File: config.mk
export PLATFORM = sky130hd
export DESIGN_NAME = dual_slope_seq
export DESIGN_NICKNAME = d
export VERILOG_FILES = /design/src/rtl/dsc_pkg.sv /design/src/rtl/dsc_phase_ctrl.sv /design/src/rtl/dsc_status.sv /design/src/rtl/dsc_result.sv /design/src/rtl/dual_slope_seq.sv
export SDC_FILE = /design/constraint.sdc
export NUM_CORES = 1
export LEC_CHECK = 0
export BUFFER_PORTS_ARGS = -buffer_cell sky130_fd_sc_hd__buf_2
export CAP_MARGIN = 5
export CORE_ASPECT_RATIO = 0.8
export CORE_MARGIN = 2
export CORE_UTILIZATION = 50
export CTS_CLUSTER_DIAMETER = 150
export CTS_CLUSTER_SIZE = 40
export DETAILED_ROUTE_END_ITERATION = 6
export PLACE_DENSITY = 0.84
export SYNTH_ARGS = -nofsm -noshare
export SYNTH_HDL_FRONTEND = slang
export SYNTH_SLANG_ARGS = --single-unit
File: constraint.sdc
create_clock -name clk -period 2 [get_ports clk]
set_clock_uncertainty 0.15 [all_clocks]
set_input_delay 0.3 -clock clk [delete_from_list [all_inputs] [get_ports clk]]
set_output_delay 0.3 -clock clk [all_outputs]
set_load 0.02 [all_outputs]
File: src/rtl/dsc_pkg.sv
package dsc_pkg;
  typedef enum logic [1:0] {
    PH_AZ   = 2'd0,
    PH_SI   = 2'd1,
    PH_RI   = 2'd2,
    PH_DONE = 2'd3
  } dsc_phase_e;
endpackage

File: src/rtl/dsc_phase_ctrl.sv
module dsc_phase_ctrl
  import dsc_pkg::*;
#(
  parameter int AZ_CNT   = 10001,
  parameter int SI_CNT   = 10000,
  parameter int OR_LIMIT = 20000,
  parameter int CNT_W    = 15
) (
  input  logic             clk,
  input  logic             rst,
  input  logic             zc_i,
  output dsc_phase_e       phase_o,
  output logic [CNT_W-1:0] cnt_o,
  output logic             si_start_o,
  output logic             ri_start_o,
  output logic             end_ok_o,
  output logic             end_ovr_o
);
  localparam logic [CNT_W-1:0] AZ_LAST = CNT_W'(AZ_CNT - 1);
  localparam logic [CNT_W-1:0] SI_LAST = CNT_W'(SI_CNT - 1);
  localparam logic [CNT_W-1:0] RI_MAX  = CNT_W'(OR_LIMIT);

  // phase boundary events, decoded from the current phase and count
  always_comb begin
    si_start_o = (phase_o == PH_AZ) && (cnt_o == AZ_LAST);
    ri_start_o = (phase_o == PH_SI) && (cnt_o == SI_LAST);
    end_ok_o   = (phase_o == PH_RI) && zc_i;
    end_ovr_o  = (phase_o == PH_RI) && !zc_i && (cnt_o == RI_MAX);
  end

  always_ff @(posedge clk) begin
    if (rst) begin
      phase_o <= PH_AZ;
      cnt_o   <= '0;
    end else begin
      case (phase_o)
        PH_AZ: begin
          if (si_start_o) begin
            phase_o <= PH_SI;
            cnt_o   <= '0;
          end else begin
            cnt_o <= cnt_o + 1'b1;
          end
        end
        PH_SI: begin
          if (ri_start_o) begin
            phase_o <= PH_RI;
            cnt_o   <= '0;
          end else begin
            cnt_o <= cnt_o + 1'b1;
          end
        end
        PH_RI: begin
          if (end_ok_o || end_ovr_o) begin
            phase_o <= PH_DONE;
          end else begin
            cnt_o <= cnt_o + 1'b1;
          end
        end
        default: begin
          phase_o <= PH_AZ;
          cnt_o   <= '0;
        end
      endcase
    end
  end

  AST_RI_BOUND: assert property (@(posedge clk) disable iff (rst)
    (phase_o == PH_RI) |-> (cnt_o <= RI_MAX));

  AST_DONE_ONE_SLOT: assert property (@(posedge clk) disable iff (rst)
    (phase_o == PH_DONE) |=> (phase_o == PH_AZ) && (cnt_o == '0));

endmodule

File: src/rtl/dsc_status.sv
module dsc_status #(
  parameter int UR_MAX = 1800,
  parameter int CNT_W  = 15
) (
  input  logic             clk,
  input  logic             rst,
  input  logic             si_start_i,
  input  logic             ri_start_i,
  input  logic             end_ok_i,
  input  logic             end_ovr_i,
  input  logic             pol_i,
  input  logic [CNT_W-1:0] cnt_i,
  output logic             busy_o,
  output logic             ovr_o,
  output logic             ur_o,
  output logic             pol_o
);
  localparam logic [CNT_W-1:0] UR_LIM = CNT_W'(UR_MAX);

  always_ff @(posedge clk) begin
    if (rst) begin
      busy_o <= 1'b0;
      ovr_o  <= 1'b0;
      ur_o   <= 1'b0;
      pol_o  <= 1'b0;
    end else begin
      if (si_start_i) begin
        busy_o <= 1'b1;
        ur_o   <= 1'b0;
      end
      if (ri_start_i) begin
        pol_o <= pol_i;
        ovr_o <= 1'b0;
      end
      if (end_ok_i) begin
        busy_o <= 1'b0;
        ur_o   <= (cnt_i <= UR_LIM);
      end
      if (end_ovr_i) begin
        busy_o <= 1'b0;
        ovr_o  <= 1'b1;
      end
    end
  end

  AST_OVR_ON_BUSY_FALL: assert property (@(posedge clk) disable iff (rst)
    $rose(ovr_o) |-> $fell(busy_o));

  AST_UR_LOW_AT_BUSY_RISE: assert property (@(posedge clk) disable iff (rst)
    $rose(busy_o) |-> !ur_o);

endmodule

File: src/rtl/dsc_result.sv
module dsc_result #(
  parameter int OR_LIMIT = 20000,
  parameter int CNT_W    = 15
) (
  input  logic             clk,
  input  logic             rst,
  input  logic             end_ok_i,
  input  logic             end_ovr_i,
  input  logic [CNT_W-1:0] cnt_i,
  output logic             load_o,
  output logic [CNT_W-1:0] result_o
);
  localparam logic [CNT_W-1:0] SAT = CNT_W'(OR_LIMIT);

  logic             pend_q;
  logic [CNT_W-1:0] hold_q;

  always_ff @(posedge clk) begin
    if (rst) begin
      pend_q   <= 1'b0;
      hold_q   <= '0;
      load_o   <= 1'b0;
      result_o <= '0;
    end else begin
      pend_q <= end_ok_i || end_ovr_i;
      if (end_ok_i)       hold_q <= cnt_i;
      else if (end_ovr_i) hold_q <= SAT;
      load_o <= pend_q;
      if (pend_q) result_o <= hold_q;
    end
  end

  AST_LOAD_SINGLE: assert property (@(posedge clk) disable iff (rst)
    load_o |=> !load_o);

endmodule

File: src/rtl/dual_slope_seq.sv
module dual_slope_seq
  import dsc_pkg::*;
#(
  parameter int AZ_CNT   = 10001,
  parameter int SI_CNT   = 10000,
  parameter int OR_LIMIT = 20000,
  parameter int UR_MAX   = 1800,
  localparam int MAX_A   = (AZ_CNT > SI_CNT) ? AZ_CNT : SI_CNT,
  localparam int MAX_ALL = (MAX_A > OR_LIMIT) ? MAX_A : OR_LIMIT,
  localparam int CNT_W   = $clog2(MAX_ALL + 1)
) (
  input  logic             clk,
  input  logic             rst,
  input  logic             zero_cross_i,
  input  logic             pol_cmp_i,
  output logic             busy_o,
  output logic             overrange_o,
  output logic             underrange_o,
  output logic             polarity_o,
  output logic             load_o,
  output logic [CNT_W-1:0] count_o
);
  dsc_phase_e       phase;
  logic [CNT_W-1:0] cnt;
  logic             si_start, ri_start, end_ok, end_ovr;

  dsc_phase_ctrl #(
    .AZ_CNT(AZ_CNT), .SI_CNT(SI_CNT), .OR_LIMIT(OR_LIMIT), .CNT_W(CNT_W)
  ) u_phase (
    .clk(clk), .rst(rst), .zc_i(zero_cross_i),
    .phase_o(phase), .cnt_o(cnt),
    .si_start_o(si_start), .ri_start_o(ri_start),
    .end_ok_o(end_ok), .end_ovr_o(end_ovr)
  );

  dsc_status #(.UR_MAX(UR_MAX), .CNT_W(CNT_W)) u_status (
    .clk(clk), .rst(rst),
    .si_start_i(si_start), .ri_start_i(ri_start),
    .end_ok_i(end_ok), .end_ovr_i(end_ovr),
    .pol_i(pol_cmp_i), .cnt_i(cnt),
    .busy_o(busy_o), .ovr_o(overrange_o), .ur_o(underrange_o), .pol_o(polarity_o)
  );

  dsc_result #(.OR_LIMIT(OR_LIMIT), .CNT_W(CNT_W)) u_result (
    .clk(clk), .rst(rst),
    .end_ok_i(end_ok), .end_ovr_i(end_ovr), .cnt_i(cnt),
    .load_o(load_o), .result_o(count_o)
  );

  AST_NO_BUSY_IN_AZ: assert property (@(posedge clk) disable iff (rst)
    (phase == PH_AZ || phase == PH_DONE) |-> !busy_o);

  AST_BUSY_IN_INTEG: assert property (@(posedge clk) disable iff (rst)
    (phase == PH_SI || phase == PH_RI) |-> busy_o);

  AST_LOAD_AFTER_FALL: assert property (@(posedge clk) disable iff (rst)
    $fell(busy_o) |=> load_o);

  AST_POL_AT_RI_ONLY: assert property (@(posedge clk) disable iff (rst)
    !$stable(polarity_o) |-> (phase == PH_RI) && ($past(phase) == PH_SI));

endmodule

### After elaboration in Yosys (flattened, before gate mapping)

Index checks and enable logic that the tools add are counted.

| word-level totals | value |
|---|---|
| register bits | 53 |
| bits of input ports | 4 |
| output and inout bits | 20 |
| word-level logic and storage cells | 48 |

| operators by class | value |
|---|---|
| $add $sub $neg | 1 |
| $lt $le $gt $ge | 1 |
| equal/unequal tests | 9 |
| muxes and demuxes | 14 |
| reduce and logical (&&, ||, !) cells | 13 |

Operators by type and width:

| cell | count |
|---|---|
| 15-bit two-way mux | 5 |
| 15-bit one-hot mux with 3 select lines | 1 |
| 15-bit by 14-bit == test with 1-bit output (second input constant) | 2 |
| 15-bit by 1-bit adder with 15-bit output (second input constant) | 1 |
| 15-bit == test (second input constant) | 1 |
| 15-bit by 11-bit less-or-equal comparator with 1-bit output (second input constant) | 1 |
| 2-bit inequality test (second input constant) | 4 |
| 2-bit two-way mux | 3 |
| 2-bit one-hot mux with 3 select lines | 1 |
| 2-bit nonzero test | 3 |
| 1-bit logical AND | 5 |
| 1-bit two-way mux | 4 |
| 3-bit AND reduction | 1 |
| 3-bit OR reduction | 1 |
| 2-bit by 1-bit == test with 1-bit output (second input constant) | 1 |
| 2-bit == test (second input constant) | 1 |
| 2-bit zero test | 1 |
| 1-bit zero test | 1 |
| 1-bit logical OR | 1 |

### Depth between registers and ports, before layout

| logic depth | value |
|---|---|
| depth after elaboration | 6 |
| mapped depth | 8 |
| depth with buffers taken out | 7 |

### Cells and area by module

A second synthesis with hierarchy kept.

| unflattened totals | value |
|---|---|
| cell total of the unflattened synthesis | 271 |
| area total of the unflattened synthesis | 2524.9 um2 |

By module, submodules not included:

| module | instances | cells an instance | area each (um2) |
|---|---|---|---|
| dsc_result | 1 | 120 | 1239.9 |
| dsc_phase_ctrl | 1 | 131 | 1111.1 |
| dsc_status | 1 | 20 | 173.9 |

### Worst setup path before layout

OpenSTA, ideal clock, no wires.

| timing | value |
|---|---|
| path type | reg-to-reg |
| from | register u_phase.cnt_o[0] |
| to | register u_phase.cnt_o[12] |
| data arrival time | 1.733 ns |
| required time | 1.733 ns |
| slack | 0.000 ns |
| stages on the path, launching flop included | 8 |
| period minus slack after synthesis | 2.000 ns |
| cells stage by stage | dfxtp_1 inv_1 ha_1 nor4b_4 nand4_2 a221o_1 and3_1 a22o_1 |

| on the way | value |
|---|---|
| longest elaborated chain between the ends | 4 |
| elaborated cells on any way between the ends | 13 |
| those cells by class | add/sub (1); eq/ne (4); mux (4); reduce/logical (4) |

RTL lines:

| item | RTL line | RTL |
|---|---|---|
| start, declared | dsc_phase_ctrl.sv:13 | `output logic [CNT_W-1:0] cnt_o,` |
| start signal, assigned | dsc_phase_ctrl.sv:42 | `cnt_o <= cnt_o + 1'b1;` |
| start signal, assigned | dsc_phase_ctrl.sv:50 | `cnt_o <= cnt_o + 1'b1;` |
| start signal, assigned | dsc_phase_ctrl.sv:57 | `cnt_o <= cnt_o + 1'b1;` |
| branches (longest 4 deep; another with 15-bit by 1-bit adder with 15-bit output) | - |  |

Several ways; the timed one is not identified. The select of a mux whose other input is x is not followed.
A chain may end at the register's enable or synchronous reset.

### Worst setup path in the final report

| timing | value |
|---|---|
| from | register u_phase.cnt_o[5] |
| to | register u_phase.cnt_o[12] |

Same word-level chain as after synthesis.

==> summary by stage <==
Finish
The design area is around 0.0032 mm2. The antenna cell count is 0. Compared with the post-synthesis result, the final layout area differs by 28.9%. The fill cell instance count of the final layout is approximately 330. The final cell utilization of the core is between 60% and 70%. The final net count is between 300 and 400. Of the cells placed in the final design, the portion with a size suffix greater than 1 is between 30% and 40%.

Timing
The final setup violation count is 19. Setup repair after global routing could not meet its margin everywhere. At the pin with the least slew margin, the transition time is 0.502 ns.

The headroom to the max-slew limit is between 60% and 70%. The final max-slew violation count is 0. Of the available clock period, the critical path in the final layout requires 107%. The achievable clock frequency is 466 MHz. After layout, the worst setup slack is -0.146 ns. Setup total negative slack on the finished layout was measured at -1.56 ns. The final critical path time including I/O delays and setup is about 2.1 ns. The final-report hold violation count was 0.

Die
The area enclosed by the die boundary is between 0.005 and 0.006 mm2. From bottom edge to top edge, the die measures between 60 and 70 um. The width of the die is roughly 82 um. Once the floorplan was initialized, standard cells occupied a little over half of the core.

In this run the count of I/O pins placed on the die edge is 24. The row count is 22. The placeable core area is between 0.004 and 0.005 mm2.

Outcome
The flow ran to the end, but the final reports show violations. The final reports fail on setup timing.

Placed design
Input and output buffers added on the ports amount to 23. The half-perimeter wire length after detailed placement is a little over 4000 um. In this run the cell area measured after placement is about 0.0028 mm2. The final weighted congestion in routability-driven placement is around 0.97.

Worst setup path
The worst setup path is captured at a flip-flop. The maximum fanout along the worst path is 6. STA puts the critical path data arrival time at ~2.2 ns. The kind of launch point of the worst setup path is a flip-flop. At the worst endpoint, the required time is 2.07 ns. The type of the setup path with the least slack is flip-flop to flip-flop.

Synth
The number of warning messages in the yosys log is 0. Sorting the synthesized cells by area gives the leading types as sky130_fd_sc_hd__dfxtp_1, sky130_fd_sc_hd__mux2i_1, sky130_fd_sc_hd__nor2_1. After synthesis the cells add up to 0.00245 mm2. Synthesis produced between 200 and 300 cells.

Synthesis instantiated 48 different standard cells from the library. The largest total area in the synthesized netlist belongs to sky130_fd_sc_hd__dfxtp_1. By count the netlist is led by sky130_fd_sc_hd__dfxtp_1, sky130_fd_sc_hd__nor2_1, sky130_fd_sc_hd__a21oi_1, sky130_fd_sc_hd__mux2i_1, sky130_fd_sc_hd__nand2_1.

The share of the yosys chip area belonging to registers is 43.3%. The cell with the most instances after synthesis is sky130_fd_sc_hd__dfxtp_1. The portion of synthesized cell area occupied by the leading cell type is ~43%. When the netlist entered floorplanning its net count stood at between 200 and 300. The fraction of registers with async set/reset is 0%. The synthesized design contains 0 enable-type register cells.

Among all flip-flop cells after synthesis, the most frequent one is sky130_fd_sc_hd__dfxtp_1. The register bit total from synthesis is 53. The average instance area after synthesis is approximately 8.8 um2.

Clocking
The clock sink count is 53. The number of buffers inserted during clock tree synthesis is 5. The H-tree depth is 2. Hold repair after CTS inserted 0 buffers. The worst-case clock buffer depth is 2. Clock-pin slew was measured on the worst setup and hold paths at roughly 0.1 ns. The later pin in the worst-skew pair is clocked with a latency of ~0.31 ns.

CTS placed an instance of sky130_fd_sc_hd__clkbuf_8 at the clock tree root. The TritonCTS clock tree is built.

Pwr
The cell internal power dissipation is between 1500 and 2000 uW. Dividing total power by cell area gives a power density of 834 mW/mm2. Of the total power, registers draw between 40% and 50%. The worst-case vdd ir drop is 0.445 mV. Net switching is 27.9% of the power. The share of total power in combinational logic is between 20% and 30%.

The share of total power dissipated in the clock network is about a third. In this run the static leakage power is approximately 0.0013 uW. The reported net switching power is 736 uW.

GRT
The global-route wire length before repair is around 9600 um. The total global routing track utilization is 23.1%. The initial antenna violation count is 0.

Entering global routing, the biggest net connects 37 pins. The global-route congestion overflow total is 0. The via count of the first global-routing pass came to between 2000 and 2500.

Routing
The first routing iteration left about 320 violations. The overall via count from detail_route is 2336. In the final routed layout, each cell accounts on average for roughly 17 um. The overall routed net length is between 6000 and 7000 um. The first detailed-routing pass took 6 iterations. In the routed design, unresolved DRC markers number 0. Once detail routing completed, the nets flagged for antenna violations numbered 0. After detailed routing, the number of vias per cell comes to around 6.

Flow run
The tool flagged a number of max-cap violations equal to 0.

Min path
The min-delay analysis places its worst path in the category primary input to flip-flop.
-- cell families after synthesis --
group,after synthesis,synth area share [%]
AOI/OAI and AO/OA,52,13.9
xor gates and xnor gates,8,2.86
adders and majority gates,6,3.06
buffers and inverters,32,5.66
DFF,53,43.3
muxes,17,6.94
and+or+nand+nor,110,24.3
-- registers in the layout (all words and copies together) (netlist names) --
| register | flops |
|---|---|
| u_result.load_o | 1 |
| u_result.result_o | 15 |
| u_status.busy_o | 1 |
| u_status.ur_o | 1 |
| u_phase.phase_o | 2 |
| u_status.pol_o | 1 |
| u_phase.cnt_o | 15 |
| u_result.pend_q | 1 |
| u_result.hold_q | 15 |
| u_status.ovr_o | 1 |
-- worst max-delay path, stage by stage (launching register included) --
cell	delay (ns)
sky130_fd_sc_hd__dfxtp_1	0.40
sky130_fd_sc_hd__nor4_2	0.43
sky130_fd_sc_hd__nand4_1	0.24
sky130_fd_sc_hd__a221o_1	0.42
sky130_fd_sc_hd__a41o_1	0.23
sky130_fd_sc_hd__a22o_1	0.17
-- path summary, 6_finish.rpt --
| kind | start | endpoint | slack, ns | depth (start not counted) |
|---|---|---|---|---|
| worst min register to register | u_result.hold_q[4] | u_result.hold_q[4] | 0.32 | 2 |
| worst min-delay path | pol_cmp_i | u_status.pol_o | 0.09 | 3 |
| worst max register to register | u_phase.cnt_o[5] | u_phase.cnt_o[12] | -0.15 | 5 |
| worst max-delay path | u_phase.cnt_o[5] | u_phase.cnt_o[12] | -0.15 | 5 |
-- layout by cell type (no fill, tap or decap), drive strengths merged, types with 2 or more instances in the layout --
cell     Yosys  layout
a21o         1       2
a21oi       17      17
a22o         3       3
a31oi        3       3
a41oi        3       3
and2         2       2
and3         4       4
and4         5       5
and4bb       2       2
buf          7      62
bufinv       0       2
clkbuf      14       5
dfxtp       53      53
ha           6       6
inv         11      12
mux2i       17      17
nand2       15      15
nand3       12      12
nand4        7       7
nor2        39      39
nor2b        2       2
nor3        13      13
nor3b        2       2
o2111ai      3       3
o211ai       4       4
o21ai       11      11
or2          2       2
xor2         7       7
-- metal layers --
metal	GRT usage, %	vias up	part of all wire, %
met2	36.5	127	46
li1	-	1088	-
met4	7.50	0	2.9
met3	6.64	38	8.7
met5	0	-	0
met1	30.1	1083	43
-- power groups by stage --
| stage | logic (uW) | registers (uW) | clock network [uW] |
|---|---|---|---|
| 2_1_floorplan | 288 | 1150 | 0 |
| 3_3_place_gp | 422 | 1150 | 0 |
| 3_5_place_dp | 440 | 1150 | 0 |
| 4_1_cts | 506 | 1130 | 878 |
| 5_1_grt | 666 | 1140 | 922 |
| 6_report | 617 | 1140 | 884 |
-- stage by stage --
step	hold slack, ns	std cells	total power [uW]	setup slack (ns)
after floorplan	0.294	278	1440	0.000464
after global placement	0.307	373	1570	-0.0393
after detailed placement	0.313	373	1590	-0.114
after CTS	0.104	385	2510	-0.00784
after global routing	0.110	388	2730	-0.192
final	0.0920	388	2640	-0.146
-- cell type report --
cell class,instances,area [um2],share of cell area (%)
multi-input combinational,194,1420,44.9
sequential,53,1060,33.7
timing repair buffer,62,423,13.4
tap,60,75.1,2.37
clock buffer,5,68.8,2.18
clock inverter,3,68.8,2.18
inverter,11,41.3,1.31
-- what timing repair did --
action                                  4_1_cts  5_1_grt
endpoints found under the hold margin         0        0
gates resized for setup                      11       32
setup buffers                                 4        2
pin swaps                                     7       20
gates cloned                                  0        1
endpoints found under the setup margin       22       29
Power figures use the tool's default switching activity.
